File: src/rtl/uart_pm_pkg.sv
package uart_pm_pkg;

    localparam int NFLAG  = 8;
    localparam int NRAW   = 6;
    localparam int NIE    = 7;
    localparam int CFG_W  = 4 + NIE;

    localparam int F_TXE  = 0;
    localparam int F_TXC  = 1;
    localparam int F_RXF  = 2;
    localparam int F_IDLE = 3;
    localparam int F_OVR  = 4;
    localparam int F_EDGE = 5;
    localparam int F_BERR = 6;
    localparam int F_BRK  = 7;

    localparam int IE_RXF  = 2;
    localparam int IE_EDGE = 4;

    typedef enum logic [1:0] {
        PM_RUN  = 2'd0,
        PM_WAIT = 2'd1,
        PM_STOP = 2'd2
    } pm_state_t;

    typedef struct packed {
        logic [NIE-1:0] ie;
        logic           re;
        logic           te;
        logic           rx_pol;
        logic           wait_frz;
    } cfg_t;

    function automatic logic [NFLAG-1:0] enable_vec(input logic [NIE-1:0] ie);
        logic [NFLAG-1:0] v;
        v[F_TXE]  = ie[0];
        v[F_TXC]  = ie[1];
        v[F_RXF]  = ie[2];
        v[F_IDLE] = ie[3];
        v[F_OVR]  = ie[IE_RXF];
        v[F_EDGE] = ie[4];
        v[F_BERR] = ie[5];
        v[F_BRK]  = ie[6];
        return v;
    endfunction

    function automatic logic [NFLAG-1:0] raw_to_set(input logic [NRAW-1:0] raw,
                                                   input logic edge_hit,
                                                   input logic bit_err);
        logic [NFLAG-1:0] s;
        s[F_OVR:F_TXE] = raw[4:0];
        s[F_EDGE]      = edge_hit;
        s[F_BERR]      = bit_err;
        s[F_BRK]       = raw[5];
        return s;
    endfunction

endpackage

File: src/rtl/uart_pm_fsm.sv
module uart_pm_fsm
    import uart_pm_pkg::*;
(
    input  logic clk,
    input  logic rst,
    input  logic cpu_wait,
    input  logic cpu_stop,
    input  logic wake_irq,
    input  logic wake_rst,
    input  logic wait_frz,
    output logic running,
    output logic in_stop,
    output logic abort
);
    pm_state_t state_q, state_d;
    logic      abort_q;

    always_comb begin
        state_d = state_q;
        unique case (state_q)
            PM_RUN: begin
                if (cpu_stop)                  state_d = PM_STOP;
                else if (cpu_wait && wait_frz) state_d = PM_WAIT;
            end
            PM_WAIT: begin
                if (wake_irq)      state_d = PM_RUN;
                else if (cpu_stop) state_d = PM_STOP;
            end
            PM_STOP: begin
                if (wake_irq) state_d = PM_RUN;
            end
            default: state_d = PM_RUN;
        endcase
    end

    always_ff @(posedge clk) begin
        if (rst || wake_rst) state_q <= PM_RUN;
        else                 state_q <= state_d;
        abort_q <= rst ? 1'b0 : wake_rst;
    end

    assign running = (state_q == PM_RUN);
    assign in_stop = (state_q == PM_STOP);
    assign abort   = abort_q;
endmodule

File: src/rtl/uart_pm_edge.sv
module uart_pm_edge #(
    parameter int SYNC = 2
) (
    input  logic clk,
    input  logic rst,
    input  logic rx_pin,
    input  logic rx_pol,
    output logic edge_hit
);
    logic [SYNC:0] sh_q;

    always_ff @(posedge clk) begin
        if (rst) sh_q[0] <= 1'b1;
        else     sh_q[0] <= rx_pin;
    end

    for (genvar i = 1; i <= SYNC; i++) begin : g_stage
        always_ff @(posedge clk) begin
            if (rst) sh_q[i] <= 1'b1;
            else     sh_q[i] <= sh_q[i-1];
        end
    end

    logic cur, prev;
    assign cur  = sh_q[SYNC-1];
    assign prev = sh_q[SYNC];
    assign edge_hit = rx_pol ? (cur & ~prev) : (~cur & prev);
endmodule

File: src/rtl/uart_pm_flags.sv
module uart_pm_flags
    import uart_pm_pkg::*;
(
    input  logic             clk,
    input  logic             rst,
    input  logic [NFLAG-1:0] set_vec,
    input  logic [NFLAG-1:0] clr_vec,
    input  logic [NIE-1:0]   ie,
    output logic [NFLAG-1:0] flags,
    output logic             irq
);
    logic [NFLAG-1:0] flags_q;

    for (genvar i = 0; i < NFLAG; i++) begin : g_flag
        always_ff @(posedge clk) begin
            if (rst)             flags_q[i] <= 1'b0;
            else if (set_vec[i]) flags_q[i] <= 1'b1;
            else if (clr_vec[i]) flags_q[i] <= 1'b0;
        end
    end

    assign flags = flags_q;
    assign irq   = |(flags_q & enable_vec(ie));
endmodule

File: src/rtl/uart_pm_ctrl.sv
module uart_pm_ctrl
    import uart_pm_pkg::*;
#(
    parameter int SYNC_STAGES = 2
) (
    input  logic             clk,
    input  logic             rst,
    input  logic             cpu_wait,
    input  logic             cpu_stop,
    input  logic             wake_irq,
    input  logic             wake_rst,
    input  logic             cfg_we,
    input  logic [CFG_W-1:0] cfg_wdata,
    input  logic [NRAW-1:0]  ev_raw,
    input  logic             sw_chk,
    input  logic             sw_tx_bit,
    input  logic             sw_rx_bit,
    input  logic             rx_pin,
    input  logic [NFLAG-1:0] flag_clr,
    output logic             clk_en,
    output logic             freeze,
    output logic             abort,
    output logic             tx_en,
    output logic             rx_en,
    output logic             wake_req,
    output logic [NFLAG-1:0] flags,
    output logic             irq
);
    logic rst_int;
    assign rst_int = rst | wake_rst;

    cfg_t cfg_q;
    always_ff @(posedge clk) begin
        if (rst_int)     cfg_q <= '0;
        else if (cfg_we) cfg_q <= cfg_t'(cfg_wdata);
    end

    logic running, in_stop;
    uart_pm_fsm u_fsm (
        .clk      (clk),
        .rst      (rst),
        .cpu_wait (cpu_wait),
        .cpu_stop (cpu_stop),
        .wake_irq (wake_irq),
        .wake_rst (wake_rst),
        .wait_frz (cfg_q.wait_frz),
        .running  (running),
        .in_stop  (in_stop),
        .abort    (abort)
    );

    logic edge_hit;
    uart_pm_edge #(.SYNC(SYNC_STAGES)) u_edge (
        .clk      (clk),
        .rst      (rst_int),
        .rx_pin   (rx_pin),
        .rx_pol   (cfg_q.rx_pol),
        .edge_hit (edge_hit)
    );

    logic bit_err;
    assign bit_err = sw_chk & (sw_tx_bit ^ sw_rx_bit);

    uart_pm_flags u_flags (
        .clk     (clk),
        .rst     (rst_int),
        .set_vec (raw_to_set(ev_raw, edge_hit, bit_err)),
        .clr_vec (flag_clr),
        .ie      (cfg_q.ie),
        .flags   (flags),
        .irq     (irq)
    );

    logic wake_q;
    always_ff @(posedge clk) begin
        if (rst_int) wake_q <= 1'b0;
        else         wake_q <= edge_hit & in_stop & cfg_q.ie[IE_EDGE];
    end

    assign clk_en   = running;
    assign freeze   = ~running;
    assign tx_en    = cfg_q.te;
    assign rx_en    = cfg_q.re;
    assign wake_req = wake_q;
endmodule

File: config.mk
export PLATFORM = sky130hd
export DESIGN_NAME = uart_pm_ctrl
export DESIGN_NICKNAME = d
export VERILOG_FILES = /design/src/rtl/uart_pm_pkg.sv /design/src/rtl/uart_pm_fsm.sv /design/src/rtl/uart_pm_edge.sv /design/src/rtl/uart_pm_flags.sv /design/src/rtl/uart_pm_ctrl.sv
export SDC_FILE = /design/constraint.sdc
export NUM_CORES = 1
export LEC_CHECK = 0
export ABC_AREA = 1
export CAP_MARGIN = 25
export CORE_UTILIZATION = 40
export DETAILED_ROUTE_END_ITERATION = 7
export PLACE_DENSITY = 0.79
export SLEW_MARGIN = 10
export SYNTH_ARGS = -nofsm -noshare
export SYNTH_HDL_FRONTEND = slang
export SYNTH_SLANG_ARGS = --single-unit
export TNS_END_PERCENT = 30
File: constraint.sdc
create_clock -name clk -period 1.05 [get_ports clk]
set_input_delay 0.105 -clock clk [delete_from_list [all_inputs] [get_ports clk]]
set_output_delay 0.105 -clock clk [all_outputs]
set_load 0.01 [all_outputs]
# == After elaboration in Yosys (flattened, before gate mapping) ==
# Cells that the tools add are included.
# totals
out_inout_bits,15
regBits,26
input_bits,36
wordCells,71
# classes
n_bitwise,11
reduce_logical,13
mux,23
eq_ne,5
# ops
op,n
1-bit two-way mux,17
2-bit nonzero test,8
2-bit two-way mux,5
8-bit AND,1
8-bit OR reduction,1
2-bit case mux with 3 select lines,1
1-bit AND,5
3-bit by 2-bit != test with 1-bit output (second input constant),1
3-bit != test (second input constant),1
1-bit inverter,3
3-bit AND reduction,1
2-bit by 1-bit == test with 1-bit output (second input constant),1
2-bit == test (second input constant),1
2-bit logical NOT,1
2-bit != test (second input constant),1
1-bit logical AND,1
1-bit logical OR,1
1-bit OR,1
1-bit XOR,1

# == Longest topological paths before layout ==
# Gate-level depths: netlist (run 1).
# logic_depth
word_depth,5
ltp_mapped,6
depth_no_buf,6

# == By module ==
# A second synthesis (run 1) with hierarchy kept.
# unflattened
hier_cells,164
hier_area_um2,1167.4
# by_module_without_submodules
mod,seq_area_each_um2,cells_per_inst,area_per_inst_um2,instances
uart_pm_ctrl,240.2,79,548.0,1
uart_pm_flags,160.2,48,327.8,1
uart_pm_fsm,60.1,25,187.7,1
uart_pm_edge,60.1,12,103.8,1

# == Worst setup path after synthesis (run 1) ==
# OpenSTA, ideal clock, no wires.
# synth_path
kind,flip-flop to output port
from,"register u_flags.flags_q[4], in the netlist u_flags.flags[4]"
to,output irq
arrival_time_ns,0.843
stages_incl_launch_ff,4
slack_ns,0.102
path_cell_list,dfxtp_1 o21ai_0 nand3_1 or2_2
# synth_via
elab_chain_cells,2
# synth_lines
element,line,text
"start, declared",uart_pm_flags.sv:12,logic [NFLAG-1:0] flags_q;
"start signal, assigned by index",uart_pm_flags.sv:16,if (rst) flags_q[i] <= 1'b0;
"start signal, assigned by index",uart_pm_flags.sv:17,else if (set_vec[i]) flags_q[i] <= 1'b1;
"start signal, assigned by index",uart_pm_flags.sv:18,else if (clr_vec[i]) flags_q[i] <= 1'b0;
8-bit AND,uart_pm_flags.sv:23,assign irq = |(flags_q & enable_vec(ie));
8-bit OR reduction,uart_pm_flags.sv:23,
"end, declared",uart_pm_ctrl.sv:27,output logic irq
# Every way passes these cells.

# == Final worst setup path (run 1) ==
# Same ends and word-level chain as after synthesis.

==> flow_summary_export.csv, run 1 <==
group,metric,value,unit
status,outcome,"finished, violations left",
status,failed_checks,"setup timing",
power,power.density_cell_area,1080,mW/mm2
clocking,numCtsBuffers,3,
run,maxCapViolCount,0,
sta,fin_crit,1.34,ns
yosys,syn_area,0.00107,mm2
final_layout,area_growth,67.1,%
final_layout,fill_cells,191,
yosys,synth_most_common_cell,"nand2_1",
worst_setup_path,path_max_fanout,2,
final_layout,seqCellArea,534,um2
drt,routed_via_density,4.51,
sta,slew_viol_final,0,
worst_setup_path,arrival,1.23,ns
place,dp_slack,-0.373,ns
final_layout,multi_input_area,462,um2
drt,wl,2.50,mm
final_layout,stdcell_area,0.00179,mm2
global_route,grt-ovfl-total,0,
sta,fmax,0.747,GHz
sta,fin_hold_ws,0.308,ns
worst_hold_path,hold_path.class,"in -> reg",
yosys,synth_top_flop_cell,"dfxtp_1",
clocking,cts_tree,"done",
clocking,clockBufferDepth,2,
place,dp.final_hpwl,1.88,mm
yosys,synth.avg_cell_area,8.04,um2
die,start_util,0.428,
yosys,synthCells,133,
sta,worst_slew_pin_slew,0.357,ns
drt,first_iter_violations,8,
clocking,cts.sinks,26,
clocking,cts_root_buf,"clkbuf_4",
drt,post-route-drc-count,0,
die,fp.coreArea,0.00250,mm2
global_route,grt_usage,0.196,
worst_setup_path,path_class,"reg -> out",
sta,finalSetupViolCount,2,
yosys,synth_top_area_cell,"dfxtp_1",
global_route,grt_pass1_wl,4.02,mm
power,p_leak,0.000789,uW
final_layout,nets,236,
place,gp_congestion,0.693,
yosys,synth_top_area_frac,0.487,
die,io_pins,51,
worst_setup_path,endpoint_kind,"primary output",
yosys,netlist_top_cells_count,"nand2_1 (34), dfxtp_1 (26), inv_1 (17), a21oi_2 (13), nor2_1 (8)",
yosys,yosys_warnings,0,
final_layout,drive_gt1_frac,0.352,
clocking,clkTransAtPathRegs,0.14,ns
worst_setup_path,crit_required,0.94,ns
worst_setup_path,startpoint_type,"register",
clocking,cts_setup_buffers,0,
final_layout,n_antenna_cell,0,
sta,hold_viol,0,
clocking,htreeDepth,1,
sta,finalCritPeriodShare,1.28,
global_route,first_global_vias,1006,
yosys,ys_top_cells_by_area,"dfxtp_1 (49%), nand2_1 (12%), a21oi_2 (11%)",
yosys,synthArstFlopShare,0,
sta,finalClockSkew,0.00440,ns
power,peakVddDrop,0.858,mV
sta,slew_headroom,0.762,
drt,postRouteAntennaNets,0,
drt,vias,1033,
yosys,yosysUniqueCellTypes,20,
global_route,antenna_found_initial,0,
die,die_x,53.7,um
drt,drt-wirelength-per-cell,10.9,um
die,fp-row-count,18,
place,placed_area,0.00172,mm2
sta,rsz0062_at_grt,"yes",
clocking,clkLatencyLatePin,0.33,ns
die,die_h,53.7,um
yosys,ys_seq_elements,26,
place,io_buffers,50,
power,totalPowerFinal,1930,uW
yosys,syn_nets,169,
die,fp.dieArea,0.00289,mm2
yosys,ys_seq_area_frac,0.487,
global_route,grt_max_degree,15,
yosys,synth_edf_count,0,
sta,setup_ws,-0.289,ns
drt,dr.pass1.iters,4,
==> state kept, by name (all words and copies together) (netlist names) <==
register	flops
u_flags.flags	8
u_edge.cur	1
u_fsm.abort	1
wake_req	1
u_fsm.state_q	2
cfg_q	9
rx_en	1
u_edge.sh_q	1
tx_en	1
u_edge.prev	1
==> kinds of logic (layout without fill, tap and decap cells) <==
family / Yosys count / in the layout / share of synthesized area
XOR/XNOR: 1 / 1 / 0.00819
buffers and inverters: 23 / 89 / 0.0971
AO/OA/AOI/OAI: 24 / 24 / 0.160
flip-flops: 26 / 26 / 0.487
AND/OR/NAND/NOR: 59 / 59 / 0.248
==> worst max-delay path: stages, from the launching register on <==
cell,delay [ns]
dfxtp_2,0.35
o21ai_2,0.12
nand3_1,0.08
or2_4,0.24
buf_6,0.12
==> layout by cell type (no fill, tap or decap), drive strengths merged, types with 2 or more instances in the layout <==
master         Yosys  routed
clkbuf             0       6
o21ai              4       4
nand3              4       4
inv               19      19
a21oi             19      19
clkdlybuf4s50      0      35
buf                4      27
nand2             36      36
dfxtp             26      26
nor2              14      14
or2                3       3
clkdlybuf4s15      0       2
==> worst paths after layout <==
| check | start | cells after the start | slack [ns] | endpoint |
|---|---|---|---|---|
| worst max-delay path | u_flags.flags[4] | 4 | -0.29 | irq |
| worst max register to register | u_fsm.state_q[1] | 7 | 0.09 | u_fsm.state_q[0] |
| worst min-delay path | sw_chk | 3 | 0.31 | u_flags.flags[6] |
| worst min register to register | u_edge.sh_q[0] | 1 | 0.42 | u_edge.cur |
==> repair_timing <==
| item | CTS | global route |
|---|---|---|
| hold buffers | 0 | 0 |
| pin swaps | 2 | 1 |
| endpoints found under the hold margin | 0 | 0 |
| gates resized for setup | 57 | 25 |
| setup endpoints to repair | 15 | 16 |
==> per-layer routing <==
| metal | track usage | up-vias | part of all wire | wire [um] |
|---|---|---|---|---|
| met5 | 0 | - | 0 | 0 |
| met4 | 0.0658 | 0 | 0.0084 | 21 |
| met3 | 0.0339 | 2 | 0.061 | 153 |
| met2 | 0.370 | 36 | 0.53 | 1320 |
| met1 | 0.215 | 453 | 0.40 | 1010 |
| li1 | - | 542 | - | - |
==> where the power goes <==
| part | switching [uW] | internal, uW |
|---|---|---|
| Clock | 302 | 212 |
| Combinational | 143 | 235 |
| Sequential | 18.3 | 1020 |
| Total | 464 | 1470 |
==> layout make-up <==
type,instances,area share
Clock buffer,4,0.0203
Inverter,19,0.0399
Multi-Input combinational cell,84,0.258
Sequential cell,26,0.299
Tap cell,30,0.0210
Timing Repair Buffer,66,0.362
==> through the flow <==
step                      setup TNS, ns  instances  utilization
final                            -0.342        229        0.715
after global routing             -0.511        229        0.715
after CTS                        -0.659        229        0.697
after detailed placement          -2.61        225        0.688
after global placement            -2.26        225        0.688
after floorplan                       0        133            -
(Power assumes the default switching activity.)
==> run 2: changes to the inputs <==
CTS_CLUSTER_SIZE = 24   (was unset)
==> results of run 2 <==
No change in the layout: final DEF, timing and power equal those of run 1.
==> run 3: changes to the inputs <==
ABC_AREA = unset   (was 1)
CORE_UTILIZATION = 38   (was 40)
PLACE_DENSITY = 0.77   (was 0.79)
==> flow_summary_export.csv, run 3 <==
group,metric,value,unit
sta,fin_hold_ws,0.334,ns
sta,hold_viol,0,
yosys,yosys_warnings,0,
sta,finalSetupViolCount,3,
drt,wl_met3,210,um
sta,fin_crit,1.40,ns
drt,first_iter_violations,8,
drt,drt-wirelength-per-cell,12.0,um
worst_setup_path,endpoint_kind,"primary output",
drt,vias,939,
worst_setup_path,path_max_fanout,2,
run,maxCapViolCount,0,
global_route,first_global_vias,872,
power,p_leak,0.000751,uW
clocking,hold_buffers,0,
final_layout,drive_gt1_frac,0.314,
worst_setup_path,max_stage_delay,0.34,ns
status,failed_checks,"setup timing",
worst_setup_path,path_cells,"a22o_1 > a221oi_2 > nand3_1 > buf_2",
yosys,synth_xor_area_frac,0.00882,
die,fp.coreArea,0.00248,mm2
sta,fmax,0.713,GHz
sta,setup_ws,-0.352,ns
worst_setup_path,cp_num_buf_inv,1,
yosys,synth_top_area_cell,"dfxtp_1",
die,die_h,53.1,um
worst_setup_path,crit_slowest_cell,"dfxtp_2",
clocking,numCtsBuffers,3,
final_layout,n_antenna_cell,0,
clocking,cts.sinks,26,
clocking,cts_tree,"done",
clocking,clkTransAtPathRegs,0.13,ns
sta,slew_headroom,0.866,
yosys,ys_top_cells_by_area,"dfxtp_1 (52%), mux2i_1 (11%), nor2_1 (7.6%)",
final_layout,area_growth,70.4,%
final_layout,nets,206,
yosys,synth_top_family_by_area,"simple AND/OR/NAND/NOR gates",
place,io_buffers,50,
yosys,synthCells,102,
yosys,netlist_top_cells_count,"dfxtp_1 (26), nor2_1 (20), mux2i_1 (11), a21oi_1 (8), inv_1 (7)",
yosys,synth_compound_area_frac,0.0957,
power,peakVddDrop,0.724,mV
global_route,antenna_found_initial,0,
final_layout,largest_reg_flops,9,
clocking,clockBufferDepth,2,
yosys,synth_fa_ha_area_frac,0,
drt,routed_via_density,4.72,
yosys,synth.avg_cell_area,9.74,um2
yosys,syn_nets,138,
worst_setup_path,path_class,"reg -> out",
drt,wl_met1,897,um
worst_setup_path,crit_required,0.94,ns
final_layout,largest-register,"cfg_q",
global_route,grt_usage,0.173,
die,io_pins,51,
sta,finalClockSkew,0.00242,ns
yosys,ys_seq_area_frac,0.524,
global_route,grt-ovfl-total,0,
final_layout,fill_cells,214,
sta,worst_slew_pin_slew,0.199,ns
clocking,htreeDepth,1,
final_layout,utilization,0.683,
sta,rsz0062_at_grt,"yes",
sta,setup_tns,-0.394,ns
global_route,grt_pass1_wl,3.45,mm
die,die_x,53.1,um
drt,post-route-drc-count,0,
die,start_util,0.401,
clocking,cts_root_buf,"clkbuf_4",
clocking,clkLatencyLatePin,0.32,ns
yosys,yosysUniqueCellTypes,25,
die,fp.dieArea,0.00282,mm2
drt,dr.max_layer_used,"met4",
status,outcome,"finished, violations left",
worst_setup_path,arrival,1.30,ns
yosys,ys_seq_elements,26,
yosys,synth_top_area_frac,0.524,
drt,routed-wl-met2,1.27,mm
drt,wl,2.40,mm
sta,slew_viol_final,0,
worst_setup_path,crit_family,"compound AO/OA/AOI/OAI gates",
yosys,synthMuxAreaShare,0.122,
drt,dr.pass1.iters,2,
yosys,synth_top_flop_cell,"dfxtp_1",
yosys,yosys.area_share.simple,0.184,
yosys,synthArstFlopShare,0,
worst_setup_path,startpoint_type,"register",
worst_hold_path,hold_path.class,"in -> reg",
yosys,synth_most_common_cell,"dfxtp_1",
global_route,grt_max_degree,15,
final_layout,final_common_cell,"clkdlybuf4s50_1",
yosys,syn_area,993,um2
place,gp_congestion,0.681,
drt,postRouteAntennaNets,0,
sta,finalCritPeriodShare,1.34,
yosys,synth_edf_count,0,
die,fp-row-count,18,
final_layout,mostFrequentLayoutCells,"clkdlybuf4s50_1 (35), nor2_1 (19), dfxtp_1 (14)",
place,dp.final_hpwl,1.85,mm
power,power.density_cell_area,1110,mW/mm2
## run 3: what timing repair did
item | 4_1_cts | 5_1_grt
pin swaps | 1 | 2
endpoints found under the setup margin | 15 | 15
resized for setup | 51 | 31
setup buffers | 1 | 0
cloned | 0 | 0
## run 3: metal layers
layer,track usage,vias up
met1,0.163,429
met5,0,-
met3,0.0402,2
met2,0.344,38
met4,0.0789,0
li1,-,470
## run 3: metrics by stage
| stage | total power (uW) | worst slack (ns) | instance area [um2] | std cells |
|---|---|---|---|---|
| 6_report | 1880 | -0.352 | 1690 | 199 |
| 5_1_grt | 1980 | -0.441 | 1690 | 199 |
| 4_1_cts | 1890 | -0.364 | 1650 | 199 |
| 3_5_place_dp | 1400 | -0.383 | 1630 | 194 |
| 3_3_place_gp | 1390 | -0.367 | 1630 | 194 |
| 2_1_floorplan | 1170 | 0.0441 | 993 | 102 |
## run 3: final cells by class
class / instances / area [um2] / share of cell area
Inverter: 7 / 26.3 / 0.0155
Timing Repair Buffer: 67 / 636 / 0.375
Multi-Input combinational cell: 65 / 422 / 0.249
Tap cell: 30 / 37.5 / 0.0222
Sequential cell: 26 / 536 / 0.316
Clock buffer: 4 / 36.3 / 0.0214
## run 3: worst reg2reg max path: cells and delay by family (launching register included)
kind	cells	cell delay [ns]
buffers and inverters	1	0.12
DFF	1	0.38
muxes	1	0.34
and+or+nand+nor	1	0.11
## run 3: worst paths after layout
kind         cells past startpoint  slack (ns)          endpoint              from
max                              4       -0.35               irq          cfg_q[5]
min                              2        0.33    u_edge.sh_q[0]            rx_pin
max reg2reg                      3        0.02  u_fsm.state_q[0]  u_fsm.state_q[0]
min reg2reg                      1        0.45        u_edge.cur    u_edge.sh_q[0]
## run 3: cells by family (layout without fill, tap and decap cells)
| logic type | count (synthesis) | after routing |
|---|---|---|
| buffers and inverters | 11 | 78 |
| AND/OR/NAND/NOR | 37 | 37 |
| multiplexers | 12 | 12 |
| flip-flops | 26 | 26 |
| XOR/XNOR | 1 | 1 |
| AO/OA/AOI/OAI | 15 | 15 |
## run 3: power breakdown
group / total [uW] / internal, uW / switching [uW]
Clock: 495 / 212 / 283
Sequential: 1040 / 1020 / 19.7
Combinational: 347 / 232 / 115
Total: 1880 / 1470 / 418
